**src/rtl/uart_rx_pkg.sv**
```systemverilog
package uart_rx_pkg;
    typedef enum logic [1:0] {
        S_IDLE  = 2'd0,
        S_START = 2'd1,
        S_DATA  = 2'd2,
        S_STOP  = 2'd3
    } rx_state_e;
endpackage

```
**src/rtl/rx_line_sync.sv**
```systemverilog
module rx_line_sync #(
    parameter int STAGES = 2
) (
    input  logic clk,
    input  logic rst_n,
    input  logic din,
    output logic dout
);
    logic [STAGES-1:0] chain;

    genvar g;
    generate
        for (g = 0; g < STAGES; g++) begin : g_stage
            always_ff @(posedge clk or negedge rst_n) begin
                if (!rst_n) begin
                    chain[g] <= 1'b1;
                end else if (g == 0) begin
                    chain[g] <= din;
                end else begin
                    chain[g] <= chain[(g == 0) ? 0 : g-1];
                end
            end
        end
    endgenerate

    assign dout = chain[STAGES-1];
endmodule

```
**src/rtl/rx_vote3.sv**
```systemverilog
module rx_vote3 #(
    parameter int CW    = 4,
    parameter int SMP_A = 7
) (
    input  logic          clk,
    input  logic          rst_n,
    input  logic          tick,
    input  logic [CW-1:0] phase,
    input  logic          line,
    output logic          maj,
    output logic          dis
);
    localparam logic [CW-1:0] PH_A = CW'(SMP_A);
    localparam logic [CW-1:0] PH_B = CW'(SMP_A + 1);

    logic s0, s1;

    always_ff @(posedge clk or negedge rst_n) begin
        if (!rst_n) begin
            s0 <= 1'b1;
            s1 <= 1'b1;
        end else if (tick) begin
            if (phase == PH_A) s0 <= line;
            if (phase == PH_B) s1 <= line;
        end
    end

    // third sample is the live line at the third phase
    assign maj = (s0 & s1) | (s0 & line) | (s1 & line);
    assign dis = !((s0 == s1) && (s1 == line));
endmodule

```
**src/rtl/uart_frame_rx.sv**
```systemverilog
module uart_frame_rx
    import uart_rx_pkg::*;
#(
    parameter int OSR         = 16,
    parameter int MAXW        = 9,
    parameter int SYNC_STAGES = 2
) (
    input  logic            clk,
    input  logic            rst_n,
    input  logic            os_tick,
    input  logic            unit_en,
    input  logic            rcv_en,
    input  logic            wide_sel,
    input  logic            par_en,
    input  logic            par_odd,
    input  logic            rd_ack,
    input  logic            rx_line,
    output logic [MAXW-1:0] rx_word,
    output logic            rx_ready,
    output logic            rx_idle,
    output logic            err_ovr,
    output logic            err_frm,
    output logic            err_par,
    output logic            err_noise
);
    localparam int CW = $clog2(OSR);
    localparam int IW = $clog2(MAXW);
    localparam int SMP_A = OSR/2 - 1;
    localparam logic [CW-1:0] PH_LAST = CW'(SMP_A + 2);
    localparam logic [CW-1:0] PH_END  = CW'(OSR - 1);
    localparam logic [IW-1:0] IDX_WIDE = IW'(MAXW - 1);
    localparam logic [IW-1:0] IDX_NARROW = IW'(MAXW - 2);

    rx_state_e st, st_n;
    logic [CW-1:0] tcnt;
    logic [IW-1:0] bidx;
    logic [MAXW-1:0] shreg;
    logic noise_acc;
    logic line_s, maj, dis;
    logic run, smp_tk, end_tk, fin, detect;
    logic [IW-1:0] last_idx;

    rx_line_sync #(.STAGES(SYNC_STAGES)) i_sync (
        .clk(clk), .rst_n(rst_n), .din(rx_line), .dout(line_s)
    );

    rx_vote3 #(.CW(CW), .SMP_A(SMP_A)) i_vote (
        .clk(clk), .rst_n(rst_n), .tick(os_tick), .phase(tcnt),
        .line(line_s), .maj(maj), .dis(dis)
    );

    assign run      = unit_en & rcv_en;
    assign smp_tk   = os_tick && (tcnt == PH_LAST);
    assign end_tk   = os_tick && (tcnt == PH_END);
    assign last_idx = wide_sel ? IDX_WIDE : IDX_NARROW;
    assign detect   = (st == S_IDLE) && run && os_tick && !line_s;
    assign fin      = (st == S_STOP) && smp_tk && run;

    // next-state decision
    always_comb begin
        st_n = st;
        unique case (st)
            S_IDLE:  if (detect) st_n = S_START;
            S_START: begin
                if (smp_tk && maj)  st_n = S_IDLE;
                else if (end_tk)    st_n = S_DATA;
            end
            S_DATA:  if (end_tk && (bidx == last_idx)) st_n = S_DATA == S_DATA ? S_STOP : S_DATA;
            S_STOP:  if (smp_tk) st_n = S_IDLE;
            default: st_n = S_IDLE;
        endcase
        if (!run) st_n = S_IDLE;
    end

    // state register and frame datapath
    always_ff @(posedge clk or negedge rst_n) begin
        if (!rst_n) begin
            st        <= S_IDLE;
            tcnt      <= '0;
            bidx      <= '0;
            shreg     <= '0;
            noise_acc <= 1'b0;
        end else begin
            st <= st_n;
            if (st == S_IDLE) begin
                tcnt      <= CW'(1);
                bidx      <= '0;
                shreg     <= '0;
                noise_acc <= 1'b0;
            end else begin
                if (os_tick) tcnt <= tcnt + 1'b1;
                if (smp_tk) noise_acc <= noise_acc | dis;
                if (st == S_DATA) begin
                    if (smp_tk) shreg[bidx] <= maj;
                    if (end_tk) bidx <= bidx + 1'b1;
                end
            end
        end
    end

    // host-visible outputs
    always_ff @(posedge clk or negedge rst_n) begin
        if (!rst_n) begin
            rx_word   <= '0;
            rx_ready  <= 1'b0;
            err_ovr   <= 1'b0;
            err_frm   <= 1'b0;
            err_par   <= 1'b0;
            err_noise <= 1'b0;
        end else if (!unit_en) begin
            rx_word   <= '0;
            rx_ready  <= 1'b0;
            err_ovr   <= 1'b0;
            err_frm   <= 1'b0;
            err_par   <= 1'b0;
            err_noise <= 1'b0;
        end else if (fin) begin
            if (rx_ready && !rd_ack) begin
                err_ovr <= 1'b1;
            end else begin
                rx_word   <= shreg;
                rx_ready  <= 1'b1;
                err_frm   <= !maj;
                err_par   <= par_en && ((^shreg) != par_odd);
                err_noise <= noise_acc | dis;
            end
        end else if (rd_ack) begin
            rx_ready <= 1'b0;
        end
    end

    assign rx_idle = (st == S_IDLE);

    p_off_clears_r10: assert property (@(posedge clk) disable iff (!rst_n)
        !unit_en |=> (rx_idle && !rx_ready && !err_ovr && !err_frm && !err_par && !err_noise && rx_word == '0));

    p_ovr_drop_r8: assert property (@(posedge clk) disable iff (!rst_n)
        (fin && rx_ready && !rd_ack) |=> (err_ovr && $stable(rx_word) && rx_ready));

    p_ack_clears_r7: assert property (@(posedge clk) disable iff (!rst_n)
        (rd_ack && !fin && unit_en) |=> !rx_ready);

    p_ready_from_stop_r7: assert property (@(posedge clk) disable iff (!rst_n)
        $rose(rx_ready) |-> ($past(st) == S_STOP));

    p_false_start_r3: assert property (@(posedge clk) disable iff (!rst_n)
        (st == S_START && smp_tk && maj) |=> (rx_idle && $stable(rx_ready)));

    p_idle_drop_r9: assert property (@(posedge clk) disable iff (!rst_n)
        detect |=> !rx_idle);
endmodule

```
**config.mk**
```make
export PLATFORM = sky130hd
export DESIGN_NAME = uart_frame_rx
export DESIGN_NICKNAME = d
export VERILOG_FILES = /design/src/rtl/uart_rx_pkg.sv /design/src/rtl/rx_line_sync.sv /design/src/rtl/rx_vote3.sv /design/src/rtl/uart_frame_rx.sv
export SDC_FILE = /design/constraint.sdc
export NUM_CORES = 1
export LEC_CHECK = 0
export ABC_AREA = 1
export CAP_MARGIN = 20
export CORE_MARGIN = 5
export CORE_UTILIZATION = 50
export CTS_CLUSTER_DIAMETER = 100
export DETAILED_ROUTE_END_ITERATION = 16
export PLACE_DENSITY = 0.77
export REMOVE_ABC_BUFFERS = 1
export SETUP_SLACK_MARGIN = 0.3
export SLEW_MARGIN = 20
export SYNTH_ARGS = -nofsm -noshare
export SYNTH_HDL_FRONTEND = slang
export SYNTH_SLANG_ARGS = --single-unit
```
**constraint.sdc**
```tcl
create_clock -name clk -period 1.69 [get_ports clk]
set_input_delay 0.169 -clock clk [delete_from_list [all_inputs] [get_ports clk]]
set_output_delay 0.169 -clock clk [all_outputs]
set_load 0.02 [all_outputs]
```
After elaboration in Yosys (flattened, before gate mapping) --
Index checks and enable logic that the tools add are counted.
Operators by class: add/sub/neg operators 2, order comparisons 2, equality and inequality tests 20, mux-type cells 40, bitwise logic cells 7, reductions and logical operators 31
Operators with widths (number):
- $mux 9 | 6
- $mux 4 | 6
- $mux 1 | 19
- $reduce_and 2->1 | 7
- $logic_and 1x1->1 | 13
- $eq 4x4->1 const B | 3
- $mux 2 | 6
- $bwmux 9 | 1
- $ne 3x3->1 const B | 3
- $reduce_xor 9->1 | 1
- $add 4x1->4 const B | 2
- $pmux 2 s4 | 1
- $reduce_bool 2->1 | 4
- $lt 4x5->1 const B | 1
- $and 1x1->1 | 4
- $demux 1 s4 | 1
- $eq 2x2->1 const B | 2
- $eq 4x3->1 const B | 1
- $eq 4x4->1 | 1
- $ge 4x1->1 const B | 1
- $logic_not 1->1 | 4
- $ne 2x1->1 const B | 2
- $ne 4x4->1 const B | 1
- $reduce_and 4->1 | 1
- 8 further kinds | 11
Word-level totals: flip-flop bits (word level) 38, input bits 10, output and inout bits 15

Logic depth before layout (Yosys ltp) --
depth in word-level cells 8, depth in mapped cells 11

Cells and area by module --
A second synthesis with hierarchy kept.
Unflattened totals: cells, all modules 261, area total of the unflattened synthesis 2077.0 um^2
By module, submodules not included:
- uart_frame_rx | instances 1, cells each 235, area an instance 1861.8 um^2, sequential area each 850.8 um^2
- rx_vote3 | instances 1, cells each 24, area an instance 162.7 um^2, sequential area each 52.6 um^2
- rx_line_sync | instances 1, cells each 2, area an instance 52.6 um^2, sequential area each 52.6 um^2

Least setup slack after synthesis --
No wires, ideal clock.
kind register to register, start register tcnt[1], end register err_noise, setup time 0.125 ns, arrival 1.303 ns, data required time 1.565 ns, path slack 0.262 ns, stages on the path, launching flop included 11, buffers on the path 1, clock period less this slack 1.428 ns, path through dfrtp_1 > inv_1 > ha_1 > nand2_1 > nor2_4 > nand4_2 > nand2_1 > inv_2 > buf_6 > nand2_1 > o21ai_1
On the way: longest elaborated chain between the ends 6
RTL lines:
- from (decl) | line uart_frame_rx.sv:35 | logic [CW-1:0] tcnt;
- from (signal assigned) | line uart_frame_rx.sv:91 | if (os_tick) tcnt <= tcnt + 1'b1;
- $eq 4x4->1 | line uart_frame_rx.sv:53 | assign smp_tk = os_tick && (tcnt == PH_LAST);
- $logic_and 1x1->1 | line uart_frame_rx.sv:53
- $logic_and 1x1->1 (2 in a row) | line uart_frame_rx.sv:57 | assign fin = (st == S_STOP) && smp_tk && run;
- $ne 2x1->1 (no line)
- $reduce_and 2->1 (no line)
- to (signal assigned) | line uart_frame_rx.sv:125 | err_noise <= noise_acc | dis;
- to (decl) | line uart_frame_rx.sv:24 | output logic err_noise
Every way passes these cells. A chain may end at the register's enable or synchronous reset.

Worst setup path in the final report --
start register i_vote.s1, end register shreg[4]
On the way: longest elaborated chain between the ends 7, elaborated cells between the ends (all ways) 8, those cells by class mux: 4; bitwise: 4
RTL lines:
- from (decl) | line rx_vote3.sv:16 | logic s0, s1;
- from (signal assigned) | line rx_vote3.sv:24 | if (phase == PH_B) s1 <= line;
- $and 1x1->1 | line rx_vote3.sv:29 | assign maj = (s0 & s1) | (s0 & line) | (s1 & line);
- $or 1x1->1 | line rx_vote3.sv:29
- $or 1x1->1 * | line rx_vote3.sv:29
- $bwmux 9 * | line uart_frame_rx.sv:94 | if (smp_tk) shreg[bidx] <= maj;
- $mux 9 * | line uart_frame_rx.sv:94
- $mux 9 * | line uart_frame_rx.sv:93 | if (st == S_DATA) begin
- $mux 9 * | line uart_frame_rx.sv:85 | if (st == S_IDLE) begin
- to (signal, indexed assignment) | line uart_frame_rx.sv:94
- to (decl) | line uart_frame_rx.sv:37 | logic [MAXW-1:0] shreg;
Mark *: on every way between the ends. The rest lies on a longest branch, timed or not. The select of a mux whose other input is x is not followed.

==> results.md <==
* DIE AREA at 5490 sq um
* Sw Pwr at 455 uW
* Fmax at 0.645 GHz
* P_leak at 0.00133 uW
* Die Span Y at 74.1 um
* Antenna diode instance count at 0
* Type of the worst min-delay path: primary input to flip-flop
* Slowest stage delay, CP at 580 ps
* Synth Flop Type: dfrtp_1
* Switching share of power at 0.243
* RSZ-0062 raised after global routing: true
* Critical path arrival at 1740 ps
* Synth unique cells at 27
* Count leader, synth: nand2_1
* Largest family of logic cells by synthesized area: simple AND/OR/NAND/NOR gates
* CTS tree: done
* Worst Hold Endpoint: i_sync.chain[0]
* Reg2reg start: i_vote.s1
* Area share of the largest cell type after synthesis at 0.414
* Status: finished, final reports clean
* Wire per inst at 14.3 um
* Adder-cell share of the synthesized area at 0.0548
* Mapped Avg Cell Area at 7.82 sq um
* DRC at 0
* Required time of the critical path at 1880 ps
* Final setup viols at 0
* Fin. Hold Viols at 0
* PortBufs at 24
* Worst Setup Start Kind: flip-flop
* Iter 0 DRT Violations at 126
* Routed Antenna Nets at 0
* GPL Wtd Cong at 0.796
* Synth cell count leaders: nand2_1 (81), inv_1 (38), dfrtp_1 (34)
* Largest net degree at the start of global routing at 39
* Grt ovf at 0
* WS Path Type: flip-flop to flip-flop
* Final core occ at 0.703
* Top cells by area, synth: dfrtp_1 (41%), nand2_1 (15%), inv_1 (6.9%), ha_1 (5.5%), dfstp_2 (5.1%)
* Period utilisation layout at 0.918
* CTS root buffer: clkbuf_8
* Max_slew headroom at 0.634
* PD cells at 668 nW/um^2
* Clock share of power at 0.411
* Fin. max-slew vios at 0
* Post-synth EDFFs at 0
* Initial Utilization at 0.514
* Core area at 4000 sq um
* Sequential power share at 0.494
* Number of cells on the critical path at 6
* TritonCTS buffer count at 5
* Number of global-route vias before repair at 1808
* Via count at 1926
* Crit Path Max Fanout at 5
* CTS max path bufs at 2
* First-pass GRT wire length at 8.08 mm
* Row cnt at 23
* Post-synthesis mux area share at 0
* Final nets at 328
* Slowest cell on crit path: dfstp_2
* Top-level port count at 25
* Sink Count at 38
* Gate power share at 0.094
* Post-synthesis simple-gate area fraction at 0.264
* Compound-Gate Fraction of Synth Area at 0.127
* Pint at 1420 uW
* Tmin final at 1550 ps
* Area grow syn2layout at 36.8%
* Family with the most delay on the worst path: flip-flops
* Seq cells post-synth at 38
* Post-Route Setup TNS at 0 ps
* Yosys warns at 0
* GR peak layer: met2
* Top cell type by total area after synthesis: dfrtp_1
* Synth Cell Area at 2060 sq um
* CTS clock-pin slew for the worst setup and hold paths at 80 ps
* Ys async rst share at 1.00
* Maxcap violations at 0
* Initial antenna violation count at 0
* Bufs and invs on worst path at 1
* GRT Total Usage at 0.192
* Register area share after synthesis at 0.465
* Max VDD drop at 444 uV
* Hold-critical path depth at 1
* First-pass DRT Iterations at 4
* Clock skew at 5.75 ps
* HPWL after DPL at 3.06 mm
* Layout cells sized above 1 at 0.232
* M2 GR Usage at 0.329
* Hold Startpoint: rx_line
* Cells after Synth at 263
* Worst skew pair latency at 300 ps
* Drt total wl at 5.15 mm
* R2R setup slack at 140 ps
* Vias per cell at 5.35
* CP cell instances: ha_1 -> nor2_2 -> nand2_2 -> buf_12 -> nand3_4 -> o31ai_1
* Register-to-Register Path Depth at 6
* Grt met1 use at 0.234
* Xor/xnor share of the synthesized area at 0
* Die Width at 74.1 um
* H-tree Lvls at 2
* R2R Path End: shreg[4]
* CP endpoint kind: flip-flop
* Least-Margin Pin Slew at 549 ps
* Met3 usage at 0.0419
kinds of logic after synthesis:
group / count (synthesis)
DFF: 38
and+or+nand+nor: 127
adders and majority gates: 9
AOI/OAI and AO/OA: 45
buffers and inverters: 44
state kept, by name, indices dropped and copies added, names as in the netlist:
signal / count
rx_word: 9
bidx: 4
i_vote.s0: 1
err_noise: 1
i_sync.chain: 1
err_ovr: 1
shreg: 9
tcnt: 4
i_sync.dout: 1
rx_ready: 1
i_vote.s1: 1
err_frm: 1
noise_acc: 1
st: 2
err_par: 1
routing by layer:
layer  share of wire  wire length, um  vias to the layer above
li1                -                -                      951
met1            0.41             2140                      890
met2            0.51             2600                       74
met3           0.063              325                       11
met4           0.016               85                        0
met5               0                0                        -
worst reg2reg max path, delay by kind of cell (launching register included):
kind	cells	cell delay [ps]
fa+ha+maj	1	170
buf+inv	1	120
flops	1	580
compound gates	1	300
simple gates	3	260
placed cells by master, fill, tap and decap left out, types with 7 or more instances in the layout:
master           netlist  layout
nand3_1               10       9
inv_1                 38      35
nor2_1                18      15
clkdlybuf4s50_1        0       8
dlygate4sd2_1          0      14
nand2_1               81      74
buf_4                  0      13
a21oi_1               11       7
o21ai_1                8      11
dfrtp_1               34      33
o21ai_0               13       9
final cells by class:
type                       count  area [sq um]
multi-input combinational    182          1140
clock buffer                   5          68.8
fill                         298          1190
timing repair buffer          42           383
inverter                      40           155
sequential                    38           957
tap                           50          62.6
clock inverter                 3          40.0
power groups by stage:
stage | Clock [uW] | Combinational (uW) | Sequential [uW]
CTS | 783 | 155 | 927
finish | 772 | 177 | 928
detailed placement | 0 | 135 | 944
global placement | 0 | 134 | 943
global route | 820 | 195 | 929
floorplan | 0 | 62.3 | 944
stage by stage:
step	worst slack (ps)	hold slack (ps)	instance area, sq um	cells	total power [uW]
after global routing	63.8	268	2810	360	1940
after floorplan	165	-127	2020	259	1010
after CTS	246	269	2710	357	1860
after global placement	34.6	241	2410	343	1080
final	139	269	2810	360	1880
after detailed placement	31.0	243	2410	343	1080
worst max path at each step:
stage,from,endpoint,slack (ps)
after global routing,tcnt[1],shreg[4],60
after detailed placement,os_tick,shreg[3],30
after CTS,i_sync.dout,shreg[7],250
after floorplan,tcnt[1],rx_word[0],160
after global placement,os_tick,shreg[1],30
final,i_vote.s1,shreg[4],140
timing repair:
action / in CTS / in global routing
endpoints found under the hold margin: 34 / 0
hold buffers: 1 / 0
buffers inserted: 4 / 3
pin swaps: 7 / 4
cloned: 1 / 0
resized for setup: 50 / 21
setup endpoints to repair: 42 / 31
Note: power is estimated with default switching activity, not from simulation.
